==> config.mk <==
export PLATFORM = sky130hd
export DESIGN_NAME = opcode_stream_decoder
export DESIGN_NICKNAME = d
export VERILOG_FILES = /design/src/rtl/osd_pkg.sv /design/src/rtl/osd_opcode_map.sv /design/src/rtl/osd_imm_assembler.sv /design/src/rtl/osd_fetch_fsm.sv /design/src/rtl/opcode_stream_decoder.sv
export SDC_FILE = /design/constraint.sdc
export NUM_CORES = 1
export LEC_CHECK = 0
export CAP_MARGIN = 40
export CORE_MARGIN = 5
export CORE_UTILIZATION = 47
export DETAILED_ROUTE_END_ITERATION = 16
export GPL_TIMING_DRIVEN = 0
export PLACE_DENSITY = 0.76
export SLEW_MARGIN = 5
export SYNTH_ARGS = -nofsm -noshare
export SYNTH_HDL_FRONTEND = slang
export SYNTH_SLANG_ARGS = --single-unit
==> constraint.sdc <==
create_clock -name clk -period 1.86 [get_ports clk]
set_input_delay 0.558 -clock clk [delete_from_list [all_inputs] [get_ports clk]]
set_output_delay 0.558 -clock clk [all_outputs]
set_load 0.005 [all_outputs]
==> src/rtl/osd_pkg.sv <==
package osd_pkg;
    typedef enum logic [2:0] {
        CL_ALU     = 3'd0,
        CL_MOVE    = 3'd1,
        CL_MEM     = 3'd2,
        CL_WIDE    = 3'd3,
        CL_BRANCH  = 3'd4,
        CL_STACK   = 3'd5,
        CL_SYSTEM  = 3'd6,
        CL_ILLEGAL = 3'd7
    } op_class_e;

    typedef enum logic [1:0] {
        IMM_NONE = 2'd0,
        IMM_BYTE = 2'd1,
        IMM_WORD = 2'd2
    } imm_len_e;

    typedef struct packed {
        op_class_e cls;
        imm_len_e  len;
        logic      sext;
        logic      prefix;
    } op_info_t;

    localparam logic [7:0] PREFIX_OP = 8'h80;
endpackage

==> src/rtl/osd_opcode_map.sv <==
module osd_opcode_map
    import osd_pkg::*;
(
    input  logic [7:0] op,
    output op_info_t   info
);
    logic [2:0] hi3;
    logic [2:0] lo3;
    assign hi3 = op[5:3];
    assign lo3 = op[2:0];

    always_comb begin
        info = '{cls: CL_ALU, len: IMM_NONE, sext: 1'b0, prefix: 1'b0};
        unique case (op[7:6])
            2'b00: begin
                unique case (lo3)
                    3'b000: info.cls = (hi3 == 3'b000) ? CL_SYSTEM : CL_ALU;
                    3'b001: begin
                        info.cls = CL_BRANCH;
                        if (hi3 == 3'b001)      info.len = IMM_WORD;
                        else if (hi3 == 3'b100) info.len = IMM_BYTE;
                    end
                    3'b010: begin
                        info.cls = CL_MOVE;
                        info.len = IMM_BYTE;
                    end
                    3'b011: begin
                        info.cls = CL_ALU;
                        info.len = IMM_BYTE;
                    end
                    3'b100, 3'b101: info.cls = CL_STACK;
                    3'b110: begin
                        info.cls  = CL_BRANCH;
                        info.len  = IMM_BYTE;
                        info.sext = 1'b1;
                    end
                    default: begin
                        info.cls = CL_BRANCH;
                        info.len = IMM_WORD;
                    end
                endcase
            end
            2'b01: info.cls = CL_ALU;
            2'b10: begin
                if (op == PREFIX_OP) begin
                    info.cls    = CL_SYSTEM;
                    info.prefix = 1'b1;
                end else if (op == 8'hBE || op == 8'hB7) begin
                    info.cls = CL_MEM;
                    info.len = IMM_WORD;
                end else if (hi3 == lo3) begin
                    info.cls = (op == 8'hAD || op == 8'hBF) ? CL_ILLEGAL : CL_SYSTEM;
                end else begin
                    info.cls = CL_MOVE;
                end
            end
            default: begin
                unique case (op[5:4])
                    2'b00, 2'b01: begin
                        info.cls = CL_MEM;
                        if (op[3:2] == 2'b11) begin
                            info.len  = IMM_BYTE;
                            info.sext = 1'b1;
                        end
                    end
                    2'b10: begin
                        unique case (op[3:2])
                            2'b00, 2'b01: info.cls = CL_WIDE;
                            2'b10: begin
                                info.cls  = CL_WIDE;
                                info.len  = IMM_BYTE;
                                info.sext = 1'b1;
                            end
                            default: begin
                                info.cls = CL_MOVE;
                                info.len = IMM_WORD;
                            end
                        endcase
                    end
                    default: begin
                        if (op[3:2] != op[1:0])  info.cls = CL_MOVE;
                        else if (op[3] == 1'b0)  info.cls = CL_ILLEGAL;
                        else                     info.cls = CL_SYSTEM;
                    end
                endcase
            end
        endcase
    end
endmodule

==> src/rtl/osd_imm_assembler.sv <==
module osd_imm_assembler
    import osd_pkg::*;
#(
    parameter int BYTE_W = 8
) (
    input  logic                clk,
    input  logic                rst_n,
    input  logic                clr,
    input  logic                cap_lo,
    input  logic                cap_hi,
    input  logic [BYTE_W-1:0]   byte_in,
    input  imm_len_e            len,
    input  logic                sext,
    output logic [2*BYTE_W-1:0] imm
);
    logic [BYTE_W-1:0] lo_q;
    logic [BYTE_W-1:0] hi_q;

    always_ff @(posedge clk) begin
        if (!rst_n || clr) begin
            lo_q <= '0;
            hi_q <= '0;
        end else begin
            if (cap_lo) lo_q <= byte_in;
            if (cap_hi) hi_q <= byte_in;
        end
    end

    always_comb begin
        unique case (len)
            IMM_BYTE: imm = sext ? {{BYTE_W{lo_q[BYTE_W-1]}}, lo_q} : {{BYTE_W{1'b0}}, lo_q};
            IMM_WORD: imm = {hi_q, lo_q};
            default:  imm = '0;
        endcase
    end


    hi_capture_chk: assert property (@(posedge clk) disable iff (!rst_n)
        (cap_hi && !clr) |=> hi_q == $past(byte_in));
endmodule

==> src/rtl/osd_fetch_fsm.sv <==
module osd_fetch_fsm
    import osd_pkg::*;
#(
    parameter int              ADDR_W   = 16,
    parameter logic [ADDR_W-1:0] RESET_PC = '0
) (
    input  logic              clk,
    input  logic              rst_n,
    input  logic              in_valid,
    input  logic [7:0]        in_byte,
    input  op_info_t          in_info,
    input  logic              out_ready,
    output logic              in_ready,
    output logic              out_valid,
    output logic [7:0]        op_q,
    output op_info_t          info_q,
    output logic [ADDR_W-1:0] rec_pc,
    output logic              wide_q,
    output logic              start_op,
    output logic              cap_lo,
    output logic              cap_hi
);
    typedef enum logic [1:0] {
        ST_OPCODE = 2'd0,
        ST_IMM_LO = 2'd1,
        ST_IMM_HI = 2'd2,
        ST_EMIT   = 2'd3
    } fetch_state_e;

    fetch_state_e      state_q;
    fetch_state_e      state_d;
    logic [ADDR_W-1:0] byte_pc;
    logic              pend_q;
    logic              accept;

    always_ff @(posedge clk) begin
        if (!rst_n) state_q <= ST_OPCODE;
        else        state_q <= state_d;
    end

    always_comb begin
        state_d = state_q;
        unique case (state_q)
            ST_OPCODE: if (accept && !in_info.prefix)
                           state_d = (in_info.len == IMM_NONE) ? ST_EMIT : ST_IMM_LO;
            ST_IMM_LO: if (accept)
                           state_d = (info_q.len == IMM_WORD) ? ST_IMM_HI : ST_EMIT;
            ST_IMM_HI: if (accept) state_d = ST_EMIT;
            default:   if (out_ready) state_d = ST_OPCODE;
        endcase
    end

    always_comb begin
        in_ready  = (state_q != ST_EMIT);
        out_valid = (state_q == ST_EMIT);
        accept    = in_valid && in_ready;
        start_op  = accept && (state_q == ST_OPCODE) && !in_info.prefix;
        cap_lo    = accept && (state_q == ST_IMM_LO);
        cap_hi    = accept && (state_q == ST_IMM_HI);
    end

    always_ff @(posedge clk) begin
        if (!rst_n) begin
            byte_pc <= RESET_PC;
            pend_q  <= 1'b0;
            op_q    <= '0;
            info_q  <= '{cls: CL_ALU, len: IMM_NONE, sext: 1'b0, prefix: 1'b0};
            rec_pc  <= '0;
            wide_q  <= 1'b0;
        end else begin
            if (accept) byte_pc <= byte_pc + 1'b1;
            if (accept && state_q == ST_OPCODE && in_info.prefix) pend_q <= 1'b1;
            else if (out_valid && out_ready)                      pend_q <= 1'b0;
            if (start_op) begin
                op_q   <= in_byte;
                info_q <= in_info;
                rec_pc <= byte_pc + 1'b1;
                wide_q <= pend_q;
            end
        end
    end


    pc_step_chk: assert property (@(posedge clk) disable iff (!rst_n)
        accept |=> byte_pc == $past(byte_pc) + 1'b1);

    prefix_set_chk: assert property (@(posedge clk) disable iff (!rst_n)
        (accept && state_q == ST_OPCODE && in_info.prefix) |=> pend_q && !out_valid);

    prefix_clear_chk: assert property (@(posedge clk) disable iff (!rst_n)
        (out_valid && out_ready) |=> !pend_q);

    hold_rec_chk: assert property (@(posedge clk) disable iff (!rst_n)
        (out_valid && !out_ready) |=> out_valid && $stable(op_q) && $stable(rec_pc) && $stable(byte_pc));
endmodule

==> src/rtl/opcode_stream_decoder.sv <==
module opcode_stream_decoder
    import osd_pkg::*;
#(
    parameter int                ADDR_W   = 16,
    parameter logic [ADDR_W-1:0] RESET_PC = '0
) (
    input  logic              clk,
    input  logic              rst_n,
    input  logic              in_valid,
    input  logic [7:0]        in_byte,
    output logic              in_ready,
    output logic              out_valid,
    input  logic              out_ready,
    output logic [7:0]        out_opcode,
    output logic [2:0]        out_class,
    output logic [2:0]        out_hi_field,
    output logic [2:0]        out_lo_field,
    output logic [15:0]       out_imm,
    output logic [ADDR_W-1:0] out_pc,
    output logic              out_wide,
    output logic              out_illegal
);
    op_info_t in_info;
    op_info_t info_q;
    logic     start_op;
    logic     cap_lo;
    logic     cap_hi;

    osd_opcode_map u_map (
        .op   (in_byte),
        .info (in_info)
    );

    osd_fetch_fsm #(
        .ADDR_W   (ADDR_W),
        .RESET_PC (RESET_PC)
    ) u_fsm (
        .clk       (clk),
        .rst_n     (rst_n),
        .in_valid  (in_valid),
        .in_byte   (in_byte),
        .in_info   (in_info),
        .out_ready (out_ready),
        .in_ready  (in_ready),
        .out_valid (out_valid),
        .op_q      (out_opcode),
        .info_q    (info_q),
        .rec_pc    (out_pc),
        .wide_q    (out_wide),
        .start_op  (start_op),
        .cap_lo    (cap_lo),
        .cap_hi    (cap_hi)
    );

    osd_imm_assembler #(
        .BYTE_W (8)
    ) u_imm (
        .clk     (clk),
        .rst_n   (rst_n),
        .clr     (start_op),
        .cap_lo  (cap_lo),
        .cap_hi  (cap_hi),
        .byte_in (in_byte),
        .len     (info_q.len),
        .sext    (info_q.sext),
        .imm     (out_imm)
    );

    assign out_class    = info_q.cls;
    assign out_illegal  = (info_q.cls == CL_ILLEGAL);
    assign out_hi_field = out_opcode[5:3];
    assign out_lo_field = out_opcode[2:0];


    illegal_noimm_chk: assert property (@(posedge clk) disable iff (!rst_n)
        (out_valid && out_illegal) |-> out_imm == 16'h0000);

    branch_sext_chk: assert property (@(posedge clk) disable iff (!rst_n)
        (out_valid && out_opcode[7:6] == 2'b00 && out_opcode[2:0] == 3'b110)
            |-> out_imm[15:8] == {8{out_imm[7]}});
endmodule

==> results of run 1 <==
[kinds of logic after synthesis]
kind of cell,count (synthesis)
adder cells (fa/ha/maj),8
multiplexers,14
flip-flops,66
buffers and inverters,51
AO/OA/AOI/OAI,72
XOR/XNOR,31
AND/OR/NAND/NOR,179
[report_power, final]
group          switching [mW]  total [mW]  internal (mW)  leakage (nW)
Sequential              0.194        1.88           1.69         0.545
Combinational            1.24        2.59           1.35          1.43
Clock                   0.572        1.18          0.612        0.0873
[worst max-delay path: cells and delay by family (launching register included)]
family	cells	cell delay [ps]
flops	1	360
buf+inv	3	340
simple gates	3	290
fa+ha+maj	1	170
[state kept, by name, indices dropped and copies added (netlist names)]
register,count
u_fsm.byte_pc,16
u_fsm.rec_pc,16
u_fsm.op_q,8
u_imm.hi_q,8
u_imm.lo_q,8
u_fsm.info_q,6
u_fsm.state_q,2
u_fsm.pend_q,1
u_fsm.wide_q,1
[cells in the final DEF, fill, tap and decap left out, drive strengths merged, types with 13 or more instances in the layout]
cell type,netlist,final
nand2,50,50
clkdlybuf4s50,0,28
a21oi,32,32
buf,18,64
clkbuf,20,29
mux2i,14,14
dfxtp,66,66
nand3,13,13
nor2,68,68
xnor2,22,22
[path summary, 6_finish.rpt]
check | start | end | slack [ps] | cells after the start
max | u_fsm.info_q[2]$_SDFFE_PN0P_ | out_imm[4] | -190 | 7
min | u_fsm.wide_q$_SDFFE_PN0P_ | u_fsm.wide_q$_SDFFE_PN0P_ | 460 | 2
max reg2reg | u_fsm.state_q[1]$_SDFFE_PN0P_ | u_fsm.state_q[0]$_SDFFE_PN0P_ | -40 | 7
min reg2reg | u_fsm.wide_q$_SDFFE_PN0P_ | u_fsm.wide_q$_SDFFE_PN0P_ | 460 | 2
[metrics by stage]
stage	util	setup slack [ps]	power, mW	instances	setup TNS [ps]
after floorplan	-	1.726	2.948	421	0
after CTS	0.6586	-208.5	5.357	613	-2091
final	0.6954	-192.0	5.658	623	-2062
after detailed placement	0.5852	-923.0	3.666	582	-49190
after global placement	0.5852	-855.4	3.603	582	-46460
after global routing	0.6954	-229.7	5.956	623	-3292
[layer usage]
layer | up-vias | track usage | part of all wire
li1 | 1617 | - | -
met1 | 1585 | 0.2441 | 0.40
met2 | 153 | 0.3775 | 0.52
met3 | 21 | 0.05051 | 0.065
met4 | 0 | 0.08531 | 0.019
met5 | - | 0 | 0
[what timing repair did]
action                     in CTS  in global routing
pin swaps                      22                 17
buffers inserted               16                  9
resized for setup             161                 63
setup endpoints to repair      81                 77
cloned                          2                  1
[cell type report]
class	instances	area share
inverter	13	0.01053
tap	99	0.02482
timing repair buffer	89	0.1710
clock buffer	9	0.02482
clock inverter	7	0.01404
multi-input combinational	304	0.4330
buffer	36	0.05065
sequential	66	0.2711
==> impl_metrics.json, run 1 <==
{
  "nets": 539,
  "post-route-period-util": 1.103,
  "hpwl_um": 6278,
  "grt_pass1_wl_um": 15160,
  "max_slew.worst_pin.slew_ps": 697.1,
  "slew_violations": 0,
  "synth_area_leaders": "dfxtp_1 38%, nor2_1 7.4%, xnor2_1 5.6%, nand2_1 5.3%, a21oi_1 4.7%",
  "setup_violations": 18,
  "ys_seq_area_frac": 0.3840,
  "grt_max_degree": 13,
  "start_kind": "flip-flop",
  "fillers": 528,
  "yosysMostFrequentCell": "nor2_1",
  "status": "finished, violations left",
  "final_cell_area_mm2": 0.004990,
  "area_delta_synth_final_pct": 45.02,
  "multi_input_area_mm2": 0.002161,
  "critPathKind": "reg2out",
  "ir_drop_mv": 0.7106,
  "skew_ps": 6.672,
  "synth_area_mm2": 0.003441,
  "synthMuxAreaShare": 0.04073,
  "die_w_um": 95.56,
  "io_pins": 65,
  "vias": 3376,
  "slew_headroom": 0.5353,
  "drt_iter0_markers": 238,
  "cts_buffers": 9,
  "ys_ff_latch": 66,
  "dr.pass1.iters": 6,
  "wl_per_cell_um": 16.12,
  "design.die.area_mm2": 0.009132,
  "drcViolationCount": 0,
  "synth-async-reset-ratio": 0,
  "p_leak_nw": 2.062,
  "period_needed_ps": 2052,
  "synth_area_per_cell_um2": 8.173,
  "grt_pass1_vias": 3268,
  "violations": "negative setup slack",
  "io_buffers": 62,
  "path_clk_slew_ps": 70,
  "cp_max_fo": 5,
  "ant_nets": 0,
  "clockBufferDepth": 2,
  "fp.coreArea_mm2": 0.007176,
  "diodes": 0,
  "synth_largest_area_cell": "dfxtp_1",
  "cpPeakStageDelay_ps": 360,
  "via_per_inst": 5.419,
  "synth_top_family_by_area": "simple AND/OR/NAND/NOR gates",
  "synth_top_flop_cell": "dfxtp_1",
  "holdCritPathClass": "reg2reg",
  "ctsHoldBuffers": 0,
  "synth_common_cells": "68 x nor2_1, 66 x dfxtp_1, 49 x nand2_1, 32 x a21oi_1, 22 x xnor2_1",
  "synth_compound_area_frac": 0.1480,
  "cts_tree": "built",
  "globalplace.congestion": 0.9038,
  "max_cap_violations": 0,
  "wl_um": 10050,
  "synthCells": 421,
  "cp_cell_sequence": "buf_12 > ha_4 > nor2_4 > nor2_4 > buf_6 > and2_4 > buf_6",
  "fmax_ghz": 0.4873,
  "end_kind": "primary output",
  "root_buffer": "clkbuf_8",
  "synth-xor-area-share": 0.07891,
  "antenna_found_initial": 0,
  "initial_core_util": 0.4795,
  "pwr_density_cell_mw_per_mm2": 1134,
  "cp_data_required_time_ps": 1300,
  "worst_path_max_delay_cell": "dfxtp_4",
  "yosysWarnings": 0,
  "grt_setup_unrepaired": "yes",
  "track_usage": 0.2128,
  "yosys.area_share.adder": 0.02909,
  "die_h_um": 95.56,
  "arrival_ps": 1490,
  "seq_area_mm2": 0.001353,
  "cts.sinks": 66,
  "hold-worst-slack_ps": 462.6,
  "synthSimpleGateAreaFrac": 0.2429,
  "hold_violations": 0,
  "htree_levels": 3,
  "clkLatencyLatePin_ps": 350,
  "row_count": 31,
  "drive_gt1_frac": 0.3282,
  "synth_enable_flop_cells": 0,
  "postPlaceCellArea_mm2": 0.004199,
  "yosys.area.top_type_share": 0.3840,
  "setup_ws_ps": -192.0,
  "synth.distinct_cells": 48,
  "overflow": 0,
  "syn_nets": 441
}
Note: power is estimated with default switching activity, not from simulation.
==> run 2, diff against run 1 <==
Settings changed: CORE_UTILIZATION 47 to 49, CTS_BUF_LIST from default to sky130_fd_sc_hd__clkbuf_4, PLACE_DENSITY 0.76 to 0.79.
==> impl_metrics.json, run 2 (same netlist as run 1, synthesis figures left out) <==
{
  "status": "finished, violations left",
  "holdCritPathClass": "reg2reg",
  "ir_drop_mv": 0.4660,
  "cts_tree": "built",
  "pwr_density_cell_mw_per_mm2": 1075,
  "grt_max_degree": 11,
  "setup_violations": 16,
  "cpPeakStageDelay_ps": 390,
  "grt_setup_unrepaired": "yes",
  "place_ws_ps": -862.9,
  "postPlaceCellArea_mm2": 0.004195,
  "end_kind": "primary output",
  "layout_commonest_cell": "nor2_1",
  "overflow": 0,
  "fp.coreArea_mm2": 0.006832,
  "violations": "negative setup slack",
  "cp_cell_sequence": "inv_4 > ha_4 > nor2_4 > buf_6 > and2_4 > buf_6",
  "via_per_inst": 5.483,
  "fillers": 538,
  "clkLatencyLatePin_ps": 420,
  "cp_data_required_time_ps": 1300,
  "vias": 3394,
  "track_usage": 0.2143,
  "ctsHoldBuffers": 0,
  "drcViolationCount": 0,
  "reg_top3": "u_fsm.byte_pc (16), u_fsm.rec_pc (16)",
  "diodes": 0,
  "fmax_ghz": 0.4704,
  "use_met3": 0.03526,
  "grt_busiest_layer": "met2",
  "design.die.area_mm2": 0.008798,
  "max_cap_violations": 0,
  "drt_iter0_markers": 240,
  "arrival_ps": 1570,
  "cts.sinks": 66,
  "path_clk_slew_ps": 110,
  "globalplace.congestion": 0.8519,
  "critPathKind": "reg2out",
  "cts_buffers": 9,
  "placed_cells": 579,
  "grt_pass1_wl_um": 15030,
  "max_slew.worst_pin.slew_ps": 694.6,
  "worst_path_max_delay_cell": "dfxtp_4",
  "period_needed_ps": 2126,
  "cp_max_fo": 6,
  "area_delta_synth_final_pct": 39.64,
  "grt_pass1_vias": 3237,
  "final_cells": 619,
  "layout_common_cells": "65 x nor2_1, 46 x nand2_1, 38 x dfxtp_1",
  "drive_gt1_frac": 0.3308,
  "final_cell_area_mm2": 0.004805,
  "worst-path-buf-inv": 3,
  "initial_core_util": 0.5037,
  "use_met2": 0.3613,
  "clockBufferDepth": 2,
  "ant_nets": 0,
  "p_total_mw": 5.164,
  "die_w_um": 93.80,
  "nets": 539,
  "htree_levels": 3,
  "p_leak_nw": 2.004,
  "hold-worst-slack_ps": 463.5,
  "setup_tns_ps": -3619,
  "skew_ps": 12.44,
  "start_kind": "flip-flop",
  "hpwl_um": 6220,
  "root_buffer": "clkbuf_4",
  "setup_ws_ps": -265.8,
  "utilization": 0.7033,
  "antenna_found_initial": 0,
  "dr.pass1.iters": 5,
  "hold_violations": 0,
  "crit_top_cell": "buf_6",
  "wl_per_cell_um": 16.21,
  "slew_violations": 0,
  "io_buffers": 62,
  "io_pins": 65,
  "post-route-period-util": 1.143,
  "wl_um": 10040,
  "slew_headroom": 0.5369,
  "die_h_um": 93.80,
  "row_count": 30,
  "use_met1": 0.2557,
  "path_delay_family": "flip-flops"
}
## run 2: changes by cell type in the layout (fill, tap and decap cells not counted), sizes merged
| cell | before | now |
|---|---|---|
| buf | 64 | 63 |
| clkbuf | 29 | 30 |
| dlygate4sd2 | 4 | 12 |
| dlymetal6s2s | 9 | 7 |
| clkdlybuf4s15 | 0 | 2 |
| bufinv | 1 | 0 |
| clkdlybuf4s50 | 28 | 21 |
| clkinv | 2 | 5 |
| clkinvlp | 5 | 1 |
## run 2: cell type report
cell class | count | area, µm² | area share
repair buffers | 89 | 785.8 | 0.1635
inverters | 13 | 55.05 | 0.01146
clock buffers | 10 | 75.07 | 0.01562
flip-flops and latches | 66 | 1366 | 0.2844
multi-input cells | 304 | 2132 | 0.4437
well taps | 96 | 120.1 | 0.02500
clock inverters | 5 | 22.52 | 0.004687
plain buffers | 36 | 247.7 | 0.05156
## run 2: worst paths after layout
kind	from	endpoint	slack [ps]	cells past startpoint
hold / removal	u_fsm.rec_pc[1]$_SDFFE_PN0P_	u_fsm.rec_pc[1]$_SDFFE_PN0P_	460	2
setup / recovery	u_fsm.info_q[2]$_SDFFE_PN0P_	out_imm[7]	-270	6
setup reg to reg	u_fsm.state_q[1]$_SDFFE_PN0P_	u_fsm.state_q[0]$_SDFFE_PN0P_	20	8
hold reg to reg	u_fsm.rec_pc[1]$_SDFFE_PN0P_	u_fsm.rec_pc[1]$_SDFFE_PN0P_	460	2
## run 2: metal layers
metal	wire length, µm	up-vias
met1	4104	1600
li1	-	1616
met3	539	30
met4	302	0
met2	5088	148
met5	0	-
## run 2: timing repair
item | 4_1_cts | 5_1_grt
resized for setup | 154 | 74
hold endpoints to repair | 0 | 0
cloned | 1 | 0
buffers inserted | 19 | 7
setup endpoints to repair | 85 | 90
pin swaps | 23 | 14
## run 2: where the power goes
| group | leakage (nW) | total, mW | internal (mW) | switching (mW) |
|---|---|---|---|---|
| Combinational | 1.39 | 2.52 | 1.29 | 1.23 |
| Clock | 0.0609 | 0.764 | 0.267 | 0.497 |
| Sequential | 0.550 | 1.88 | 1.70 | 0.181 |
| Total | 2.00 | 5.16 | 3.25 | 1.91 |
## run 2: worst register-to-register path, delay by kind of cell, from the launching register on
family / cells / cell delay [ps]
compound gates: 2 / 350
fa+ha+maj: 1 / 190
buf+inv: 2 / 190
flops: 1 / 390
mux: 1 / 120
simple gates: 2 / 550
==> run 3, diff against run 2 <==
Settings changed: RECOVER_POWER from default to 50.
==> impl_metrics.json, run 3 (same netlist as run 1, synthesis figures left out) <==
{
  "wl_um": 9998,
  "p_total_mw": 5.113,
  "clockBufferDepth": 2,
  "globalplace.congestion": 0.8519,
  "die_w_um": 93.80,
  "ir_drop_mv": 0.4652,
  "diodes": 0,
  "setup_tns_ps": -6658,
  "root_buffer": "clkbuf_4",
  "cts_tree": "built",
  "status": "finished, violations left",
  "slew_headroom": 0.5149,
  "vias": 3375,
  "pwr_density_cell_mw_per_mm2": 1074,
  "critPathKind": "reg2out",
  "grt_pass1_vias": 3237,
  "worst-path-buf-inv": 3,
  "arrival_ps": 1570,
  "grt_max_degree": 11,
  "grt_pass1_wl_um": 15030,
  "initial_core_util": 0.5037,
  "antenna_found_initial": 0,
  "slew_violations": 0,
  "cp_cell_sequence": "inv_4 > ha_4 > nor2_4 > buf_6 > and2_4 > buf_6",
  "path_delay_family": "flip-flops",
  "drcViolationCount": 0,
  "row_count": 30,
  "final_cell_area_mm2": 0.004761,
  "overflow": 0,
  "cts.sinks": 66,
  "die_h_um": 93.80,
  "dr.pass1.iters": 5,
  "end_kind": "primary output",
  "violations": "negative setup slack",
  "crit_top_cell": "buf_6",
  "max_cap_violations": 0,
  "path_clk_slew_ps": 110,
  "drt_iter0_markers": 226,
  "ant_nets": 0,
  "hold_violations": 0,
  "clkLatencyLatePin_ps": 420,
  "io_pins": 65,
  "htree_levels": 3,
  "worst_path_max_delay_cell": "dfxtp_4",
  "layout_common_cells": "65 x nor2_1, 50 x dfxtp_1, 46 x nand2_1",
  "wl_per_cell_um": 16.15,
  "hpwl_um": 6220,
  "ctsHoldBuffers": 0,
  "area_delta_synth_final_pct": 38.36,
  "setup_violations": 62,
  "layout_commonest_cell": "nor2_1",
  "p_leak_nw": 1.976,
  "fp.coreArea_mm2": 0.006832,
  "skew_ps": 12.00,
  "design.die.area_mm2": 0.008798,
  "cpPeakStageDelay_ps": 390,
  "via_per_inst": 5.452,
  "io_buffers": 62,
  "max_slew.worst_pin.slew_ps": 727.7,
  "cts_buffers": 9,
  "post-route-period-util": 1.143,
  "cp_data_required_time_ps": 1300,
  "cp_max_fo": 6,
  "track_usage": 0.2143,
  "fmax_ghz": 0.4704,
  "drive_gt1_frac": 0.3059,
  "place_ws_ps": -862.9,
  "start_kind": "flip-flop",
  "hold-worst-slack_ps": 463.5,
  "postPlaceCellArea_mm2": 0.004195,
  "holdCritPathClass": "reg2reg",
  "reg_top3": "u_fsm.byte_pc (16), u_fsm.rec_pc (16)",
  "setup_ws_ps": -266.0,
  "period_needed_ps": 2126,
  "grt_setup_unrepaired": "yes",
  "nets": 539
}
-- run 3: cell count changes in the layout (fill, tap and decap cells not counted), sizes merged --
| cell | change |
|---|---|
| clkbuf | +6 |
| clkdlybuf4s25 | +1 |
| buf | -6 |
| dlymetal6s2s | -1 |
-- run 3: area by class of cell --
class / instances / area, µm²
Timing Repair Buffer: 89 / 777.0
Fill cell: 550 / 2071
Multi-Input combinational cell: 304 / 2115
Clock inverter: 5 / 22.52
Buffer: 36 / 247.7
Sequential cell: 66 / 1349
Inverter: 13 / 55.05
Clock buffer: 10 / 75.07
Tap cell: 96 / 120.1
-- run 3: per-layer routing --
layer  vias up  wire length [µm]  global-route usage
met5         -                 0                   0
met4         0               290              0.1239
met3        28               568             0.03526
met2       138              5065              0.3613
met1      1598              4074              0.2557
li1       1611                 -                   -
-- run 3: through the flow --
step	std cells	utilization
2_1_floorplan	421	-
3_3_place_gp	579	0.6141
3_5_place_dp	579	0.6141
4_1_cts	612	0.6654
5_1_grt	619	0.6969
6_report	619	0.6969
-- run 3: final timing paths --
| path | start | to | slack [ps] | cells past startpoint |
|---|---|---|---|---|
| setup / recovery | u_fsm.info_q[2]$_SDFFE_PN0P_ | out_imm[7] | -270 | 6 |
| hold / removal | u_fsm.rec_pc[1]$_SDFFE_PN0P_ | u_fsm.rec_pc[1]$_SDFFE_PN0P_ | 460 | 2 |
| setup reg to reg | u_fsm.state_q[1]$_SDFFE_PN0P_ | u_fsm.op_q[6]$_SDFFE_PN0P_ | -150 | 9 |
| hold reg to reg | u_fsm.rec_pc[1]$_SDFFE_PN0P_ | u_fsm.rec_pc[1]$_SDFFE_PN0P_ | 460 | 2 |
-- run 3: power by group --
| group | switching, mW | internal (mW) |
|---|---|---|
| registers | 0.174 | 1.68 |
| logic | 1.22 | 1.27 |
| clock network | 0.499 | 0.267 |
-- run 3: what timing repair did --
item | CTS | global route
cloned | 1 | 0
setup buffers | 19 | 7
pin swaps | 23 | 14
gates resized for setup | 154 | 74
setup endpoints to repair | 85 | 90
-- run 3: worst reg2reg max path: cells and delay by family (launching register included) --
kind / cells / cell delay [ps]
simple gates: 4 / 680
flops: 1 / 370
fa+ha+maj: 1 / 230
buf+inv: 3 / 520
compound gates: 1 / 140
